`config.mk`:
```
export PLATFORM = sky130hd
export DESIGN_NAME = bus_exchange_latch
export DESIGN_NICKNAME = d
export VERILOG_FILES = /design/src/rtl/bx_pkg.sv /design/src/rtl/bx_latch_slice.sv /design/src/rtl/bx_control.sv /design/src/rtl/bx_datapath.sv /design/src/rtl/bus_exchange_latch.sv
export SDC_FILE = /design/constraint.sdc
export NUM_CORES = 1
export LEC_CHECK = 0
export CAP_MARGIN = 5
export CORE_UTILIZATION = 25
export DETAILED_ROUTE_END_ITERATION = 8
export GPL_TIMING_DRIVEN = 0
export RECOVER_POWER = 50
export SLEW_MARGIN = 0
export SYNTH_ARGS = -nofsm -noshare
export SYNTH_HDL_FRONTEND = slang
export SYNTH_SLANG_ARGS = --single-unit
```
`constraint.sdc`:
```
create_clock -name clk -period 1.1 [get_ports clk]
set_input_delay 0.11 -clock clk [delete_from_list [all_inputs] [get_ports clk]]
set_output_delay 0.11 -clock clk [all_outputs]
set_load 0.02 [all_outputs]
```
`src/rtl/bx_pkg.sv`:
```
package bx_pkg;

  localparam int NUM_SLOTS = 4;

  // slot order: the A-side mux reads slots 0 and 1
  localparam int SLOT_B1_TO_A = 0;
  localparam int SLOT_B2_TO_A = 1;
  localparam int SLOT_A_TO_B1 = 2;
  localparam int SLOT_A_TO_B2 = 3;

  typedef struct packed {
    logic                 clear;
    logic [NUM_SLOTS-1:0] open;
    logic                 pickBank1;
    logic                 drvA;
    logic                 drvB1;
    logic                 drvB2;
  } bxStrobes_t;

endpackage

```
`src/rtl/bx_latch_slice.sv`:
```
module bx_latch_slice #(
  parameter int WIDTH = 12
) (
  input  logic             clk,
  input  logic             clear,
  input  logic             open,
  input  logic [WIDTH-1:0] dIn,
  output logic [WIDTH-1:0] qOut
);

  logic [WIDTH-1:0] held;

  // the stored word follows the input on every edge the latch is open
  always_ff @(posedge clk) begin
    if (clear) begin
      held <= '0;
    end else if (open) begin
      held <= dIn;
    end
  end

  // transparent path while open, stored word otherwise
  always_comb begin
    if (open) begin
      qOut = dIn;
    end else begin
      qOut = held;
    end
  end

endmodule

```
`src/rtl/bx_control.sv`:
```
module bx_control
  import bx_pkg::*;
(
  input  logic       rst,
  input  logic       sel,
  input  logic       leB1ToA,
  input  logic       leB2ToA,
  input  logic       leAToB1,
  input  logic       leAToB2,
  input  logic       aOeN,
  input  logic       b1OeN,
  input  logic       b2OeN,
  output bxStrobes_t strobes
);

  logic [NUM_SLOTS-1:0] rawEnables;

  always_comb begin
    rawEnables               = '0;
    rawEnables[SLOT_B1_TO_A] = leB1ToA;
    rawEnables[SLOT_B2_TO_A] = leB2ToA;
    rawEnables[SLOT_A_TO_B1] = leAToB1;
    rawEnables[SLOT_A_TO_B2] = leAToB2;
  end

  always_comb begin
    strobes.clear     = rst;
    strobes.open      = rst ? '0 : rawEnables;
    strobes.pickBank1 = sel;
    strobes.drvA      = ~rst & ~aOeN;
    strobes.drvB1     = ~rst & ~b1OeN;
    strobes.drvB2     = ~rst & ~b2OeN;
  end

endmodule

```
`src/rtl/bx_datapath.sv`:
```
module bx_datapath
  import bx_pkg::*;
#(
  parameter int WIDTH = 12
) (
  input  logic             clk,
  input  bxStrobes_t       strobes,
  input  logic [WIDTH-1:0] aIn,
  input  logic [WIDTH-1:0] b1In,
  input  logic [WIDTH-1:0] b2In,
  output logic [WIDTH-1:0] aOut,
  output logic [WIDTH-1:0] b1Out,
  output logic [WIDTH-1:0] b2Out
);

  logic [WIDTH-1:0] slotIn  [NUM_SLOTS];
  logic [WIDTH-1:0] slotOut [NUM_SLOTS];

  always_comb begin
    slotIn[SLOT_B1_TO_A] = b1In;
    slotIn[SLOT_B2_TO_A] = b2In;
    slotIn[SLOT_A_TO_B1] = aIn;
    slotIn[SLOT_A_TO_B2] = aIn;
  end

  for (genvar g = 0; g < NUM_SLOTS; g++) begin : gSlot
    bx_latch_slice #(.WIDTH(WIDTH)) u_slice (
      .clk   (clk),
      .clear (strobes.clear),
      .open  (strobes.open[g]),
      .dIn   (slotIn[g]),
      .qOut  (slotOut[g])
    );
  end

  always_comb begin
    aOut  = strobes.pickBank1 ? slotOut[SLOT_B1_TO_A] : slotOut[SLOT_B2_TO_A];
    b1Out = slotOut[SLOT_A_TO_B1];
    b2Out = slotOut[SLOT_A_TO_B2];
  end

endmodule

```
`src/rtl/bus_exchange_latch.sv`:
```
module bus_exchange_latch
  import bx_pkg::*;
#(
  parameter int WIDTH = 12
) (
  input  logic             clk,
  input  logic             rst,
  input  logic [WIDTH-1:0] aIn,
  output logic [WIDTH-1:0] aOut,
  output logic             aDrive,
  input  logic [WIDTH-1:0] b1In,
  output logic [WIDTH-1:0] b1Out,
  output logic             b1Drive,
  input  logic [WIDTH-1:0] b2In,
  output logic [WIDTH-1:0] b2Out,
  output logic             b2Drive,
  input  logic             aOeN,
  input  logic             b1OeN,
  input  logic             b2OeN,
  input  logic             sel,
  input  logic             leB1ToA,
  input  logic             leB2ToA,
  input  logic             leAToB1,
  input  logic             leAToB2
);

  bxStrobes_t strobes;

  bx_control u_control (
    .rst     (rst),
    .sel     (sel),
    .leB1ToA (leB1ToA),
    .leB2ToA (leB2ToA),
    .leAToB1 (leAToB1),
    .leAToB2 (leAToB2),
    .aOeN    (aOeN),
    .b1OeN   (b1OeN),
    .b2OeN   (b2OeN),
    .strobes (strobes)
  );

  bx_datapath #(.WIDTH(WIDTH)) u_datapath (
    .clk     (clk),
    .strobes (strobes),
    .aIn     (aIn),
    .b1In    (b1In),
    .b2In    (b2In),
    .aOut    (aOut),
    .b1Out   (b1Out),
    .b2Out   (b2Out)
  );

  assign aDrive  = strobes.drvA;
  assign b1Drive = strobes.drvB1;
  assign b2Drive = strobes.drvB2;

endmodule

```
==> qor.csv, run 1 <==
metric,value,unit
hold_class,input port to flip-flop,
clock_power_share,26.0,%
overflow,0,
start_kind,flip-flop,
setup.worst_path.class,flip-flop to primary output,
clockBufferDepth,2,
layout.cells.non_filler,452,
yosysTopAreaCell,dfxtp_1,
ys_seq_elements,48,
synthDistinctLibCells,10,
max_cap_violations,0,
top_regs,u_datapath.gSlot.u_slice.held x48,
drt-pass1-iter-count,4,
worstMarginPinSlew,0.570,ns
leakage,1.83,nW
grtUsageMet2,20.3,%
netlist.area_leader.share,38.2,%
top_register,u_datapath.gSlot.u_slice.held,
gp_congestion,0.728,
cts_tree,done,
ioPinCount,85,
grt_use_met3,1.85,%
syn_inst,228,
drc,0,
hold_violations,0,
dp_cells,442,
rsz0062_at_grt,yes,
port_buffers,81,
clkTransAtPathRegs,0.09,ns
slowest_stage,dfxtp_2,
nNetsFinal,364,
dieArea,10500,µm²
syn_area,2510,µm²
irDropWorstVdd,0.579,mV
layout-drive-gt1-share,41.1,%
post-route-period-util,105,%
hold_ws,0.0182,ns
crit_chain,mux2i_1 > mux2i_2 > buf_4,
die_w,102,µm
power_density,1130,nW/µm²
routed_wl,6.28,mm
fin_util,38.4,%
crit_arrival,1.05,ns
syn_nets,274,
power_frac_comb,29.3,%
synth.area.top_cells,"dfxtp_1 (38%), mux2i_1 (33%), mux2_4 (12%), nor2_1 (7.6%), buf_6 (2.2%)",
layout_setup_ws,-0.0602,ns
cts_root_buffer,clkbuf_8,
max_freq,862,MHz
wire_per_inst,13.9,µm
p_seq_share,44.7,%
antenna_found_initial,0,
syn2layout_area_growth,49.2,%
dp_hpwl,4.51,mm
met1_usage,16.6,%
n_antenna_cell,0,
fin_skew,0,ns
hold_buffers,0,
grt_max_degree,15,
clk_latency,0.29,ns
grt_pass1_wl,9.79,mm
grt_pass1_vias,1956,
period_minus_slack,1.16,ns
ant_nets,0,
path_max_fanout,2,
fp.dieH,102,µm
slew_viol_final,0,
switching_share,28.2,%
r2r_cells,2,
fp.coreArea,9770,µm²
cpPeakStageDelay,0.33,ns
largest_register_ffs,48,
vias,1926,
max-slew-margin-rel,62.0,%
rows,36,
p_int,0.00305,W
yosysSeqAreaShare,38.2,%
ys_warn_count,0,
p_total,0.00426,W
hold_depth,2,
setup_viol,36,
cts.sinks,48,
outcome,"complete, but fails checks",
grt.total_usage,12.2,%
drtIter0Drc,43,
syn_area_per_cell,11.0,µm²
via_per_inst,4.26,
start_util,25.7,%
cts_buffers,5,
htree_levels,2,
grt.busiest_layer,met2,
cp_data_required_time,0.99,ns
violations,setup timing,
setup.worst_path.end_class,primary output,
p_sw,0.00120,W
-- final cells by class --
type,instances,area [µm²]
sequential,48,1000
fill,1023,6020
clock buffer,7,86.3
multi-input combinational,163,1490
tap,133,166
clock inverter,1,7.51
timing repair buffer,83,833
buffer,17,169
-- repair_timing --
action	4_1_cts	5_1_grt
resized for setup	222	48
setup buffers	1	0
endpoints found under the setup margin	49	36
gates cloned	1	0
-- kinds of logic (layout without fill, tap and decap cells) --
logic type	after synthesis	in the layout	share of synthesized area, %
AND/OR/NAND/NOR	55	55	9.81
buffers and inverters	17	108	4.78
flip-flops	48	48	38.2
multiplexers	108	108	47.2
-- worst paths after layout --
kind                                                                      from                                        endpoint  slack, ns
worst max register to register  u_datapath.gSlot[3].u_slice.held[9]$_SDFF_PP0_  u_datapath.gSlot[3].u_slice.held[9]$_SDFF_PP0_       0.45
worst max-delay path            u_datapath.gSlot[1].u_slice.held[1]$_SDFF_PP0_                                         aOut[1]      -0.06
worst min-delay path                                                       rst  u_datapath.gSlot[1].u_slice.held[9]$_SDFF_PP0_       0.02
worst min register to register  u_datapath.gSlot[1].u_slice.held[0]$_SDFF_PP0_  u_datapath.gSlot[1].u_slice.held[0]$_SDFF_PP0_       0.49
-- cell usage after synthesis --
cell	n
mux2i_1	84
nor2_1	51
dfxtp_1	48
mux2_4	20
buf_6	5
clkbuf_1	5
buf_4	4
mux2_1	4
nand2b_4	4
buf_2	3
-- cell usage in the layout (no fill, tap or decap) --
master,n
mux2i_2,10
dfxtp_1,15
buf_12,5
clkbuf_1,5
mux2_4,24
dlymetal6s2s_1,1
nand2b_4,4
buf_6,25
dlygate4sd2_1,4
clkbuf_2,2
dfxtp_2,33
nor2_1,51
buf_16,1
buf_2,4
mux2i_1,74
clkbuf_8,6
buf_4,16
clkdlybuf4s50_1,38
clkinvlp_4,1
-- routing by layer --
layer | share of wire [%] | vias up | routed length [µm]
li1 | - | 961 | -
met1 | 47 | 927 | 2940
met2 | 49 | 36 | 3070
met3 | 3.6 | 2 | 229
met4 | 0.62 | 0 | 39
met5 | 0 | - | 0
-- power groups by stage --
stage          registers, W  logic (W)  clock network, W
2_1_floorplan       0.00192   0.000696                 0
3_5_place_dp        0.00193    0.00120                 0
6_report            0.00190    0.00125           0.00110
5_1_grt             0.00192    0.00133           0.00125
4_1_cts             0.00189    0.00121           0.00116
3_3_place_gp        0.00193    0.00120                 0
-- stage by stage --
| step | setup TNS [ns] | worst slack [ns] | area [µm²] |
|---|---|---|---|
| CTS | -1.83 | -0.0903 | 3650 |
| floorplan | 0 | 0.0564 | 2550 |
| global route | -2.68 | -0.127 | 3750 |
| global placement | -38.34 | -1.02 | 3530 |
| detailed placement | -38.06 | -1.00 | 3530 |
| finish | -1.01 | -0.0602 | 3750 |
-- critical path: cells and delay by family, from the launching register on --
| family | cells | cell delay [ns] |
|---|---|---|
| muxes | 2 | 0.26 |
| DFF | 1 | 0.33 |
| buffers and inverters | 1 | 0.16 |
Note: power is estimated with default switching activity, not from simulation.
==> inputs of run 2 (changes only) <==
- clock period: 1.1 -> 1.4 ns (I/O delays scaled with it)
==> run 2 against run 1 <==
  * The flow now finishes without violations
  * Routed wire length decreased by 3.3%
  * Global-route usage decreased by 0.19 points
  * Critical path depth unchanged
  * Final cell count decreased by 0.22%
  * Sequential power decreased by 22%
  * Non-clock buffer count decreased by 1
  * Hold slack improved by 0.038 ns
  * Sequential cell count unchanged
  * Combinational power decreased by 32%
  * Critical endpoint is now b1Drive
  * Highest routed layer unchanged
==> qor.csv, run 2 (synthesis gave the netlist of run 1 again) <==
metric,value,unit
outcome,"finished, final reports clean",
seq_area,961,µm²
drtIter0Drc,39,
p_seq_share,40.2,%
clockBufferDepth,2,
vias,1912,
layout_setup_ws,0.0266,ns
via_per_inst,4.24,
n_antenna_cell,0,
ioPinCount,85,
grt_max_degree,16,
r2r_start,u_datapath.gSlot[2].u_slice.held[1]$_SDFF_PP0_,
start_util,25.7,%
cts.sinks,48,
final_cell_mix,"mux2i_1 (84), nor2_1 (51), dfxtp_1 (48)",
period_minus_slack,1.37,ns
crit_arrival,1.23,ns
fp.coreArea,9770,µm²
max-slew-margin-rel,43.7,%
dieArea,10500,µm²
p_sw,0.000921,W
multiInputGateArea,1430,µm²
ant_nets,0,
p_total,0.00370,W
grt.total_usage,12.0,%
clk_latency,0.29,ns
routed_wl,6.07,mm
cts_buffers,5,
p_int,0.00278,W
grt_pass1_wl,9.63,mm
startpoint,b1OeN,
hp-start,rst,
syn2layout_area_growth,41.4,%
clock_power_share,36.9,%
fp.dieH,102,µm
power_frac_comb,22.9,%
slew_viol_final,0,
final_common_cell,mux2i_1,
grt_pass1_vias,1993,
max_cap_violations,0,
port_buffers,81,
htree_levels,2,
path_max_fanout,1,
clkTransAtPathRegs,0.09,ns
die_w,102,µm
irDropWorstVdd,0.454,mV
switching_share,24.9,%
power_density,1040,nW/µm²
dp_hpwl,4.49,mm
hold_ws,0.0563,ns
cts_tree,done,
start_kind,input port,
cp_data_required_time,1.26,ns
post-route-period-util,98.1,%
pre_cts_ws,-0.708,ns
rsz0062_at_grt,no,
largest_register_ffs,48,
fin_util,36.4,%
overflow,0,
drc,0,
top_register,u_datapath.gSlot.u_slice.held,
setup_viol,0,
hold_violations,0,
drt-pass1-iter-count,4,
nNetsFinal,363,
top_regs,u_datapath.gSlot.u_slice.held x48,
setup.worst_path.end_class,primary output,
fillers,1024,
wire_per_inst,13.5,µm
leakage,1.76,nW
fin_skew,0,ns
max_freq,728,MHz
worstMarginPinSlew,0.844,ns
setup.worst_path.class,input port to primary output,
layout-drive-gt1-share,22.6,%
gp_congestion,0.715,
antenna_found_initial,0,
postCtsSetupRepairBufs,0,
hold_class,input port to flip-flop,
rows,36,
cts_root_buffer,clkbuf_8,
[run 2: cell count changes in the layout (fill, tap and decap cells not counted), sizes merged]
| cell | previous run | this run |
|---|---|---|
| clkinvlp | 1 | 0 |
| clkdlybuf4s50 | 38 | 40 |
| bufinv | 0 | 3 |
| clkdlybuf4s15 | 0 | 14 |
| dlygate4sd2 | 4 | 2 |
| buf | 51 | 9 |
| clkbuf | 13 | 38 |
[run 2: routing by layer]
layer  share of wire [%]  up-vias  global-route usage, %
li1                    -      959                      -
met1                  48      905                   15.8
met2                  47       44                   20.2
met3                 4.2        4                   2.39
met4                0.94        0                   3.08
met5                   0        -                      0
[run 2: metrics by stage]
| stage | TNS [ns] | cells | area, µm² |
|---|---|---|---|
| 3_5_place_dp | -22.67 | 442 | 3490 |
| 6_report | 0 | 451 | 3550 |
| 4_1_cts | 0 | 451 | 3680 |
| 5_1_grt | 0 | 451 | 3550 |
| 2_1_floorplan | 0 | 228 | 2510 |
| 3_3_place_gp | -22.40 | 442 | 3490 |
[run 2: worst max-delay path: stages]
cell and delay [ns]:
clkdlybuf4s50_1 0.39, nor2_1 0.09, clkdlybuf4s50_1 0.61
[run 2: worst paths after layout]
| check | slack (ns) | depth (start not counted) | end |
|---|---|---|---|
| max | 0.03 | 3 | b1Drive |
| min | 0.06 | 2 | u_datapath.gSlot[1].u_slice.held[9]$_SDFF_PP0_ |
| max reg2reg | 0.76 | 2 | u_datapath.gSlot[2].u_slice.held[1]$_SDFF_PP0_ |
| min reg2reg | 0.50 | 2 | u_datapath.gSlot[2].u_slice.held[0]$_SDFF_PP0_ |
[run 2: cell type report]
type	instances	area share, %
buffer	17	3.66
timing repair buffer	82	19.9
sequential	48	27.0
clock buffer	5	1.94
multi-input combinational	163	40.3
clock inverter	3	2.53
tap	133	4.68
[run 2: power by group through the flow]
stage	Clock (W)	Combinational, W	Sequential, W
after detailed placement	0	0.000922	0.00152
after global placement	0	0.000915	0.00151
after global routing	0.00147	0.000916	0.00150
final	0.00136	0.000846	0.00149
after floorplan	0	0.000522	0.00151
after CTS	0.00141	0.000890	0.00149
[run 2: timing repair]
action | in CTS | in global routing
endpoints found under the setup margin | 39 | 35
gates resized for setup | 89 | 31
cloned | 1 | 0
hold buffers | 0 | 0
==> inputs of run 3 (changes only) <==
- CAP_MARGIN: 5 -> 20
==> results of run 3 <==
Same layout as run 2: the final DEF is identical, and so are final timing and power.
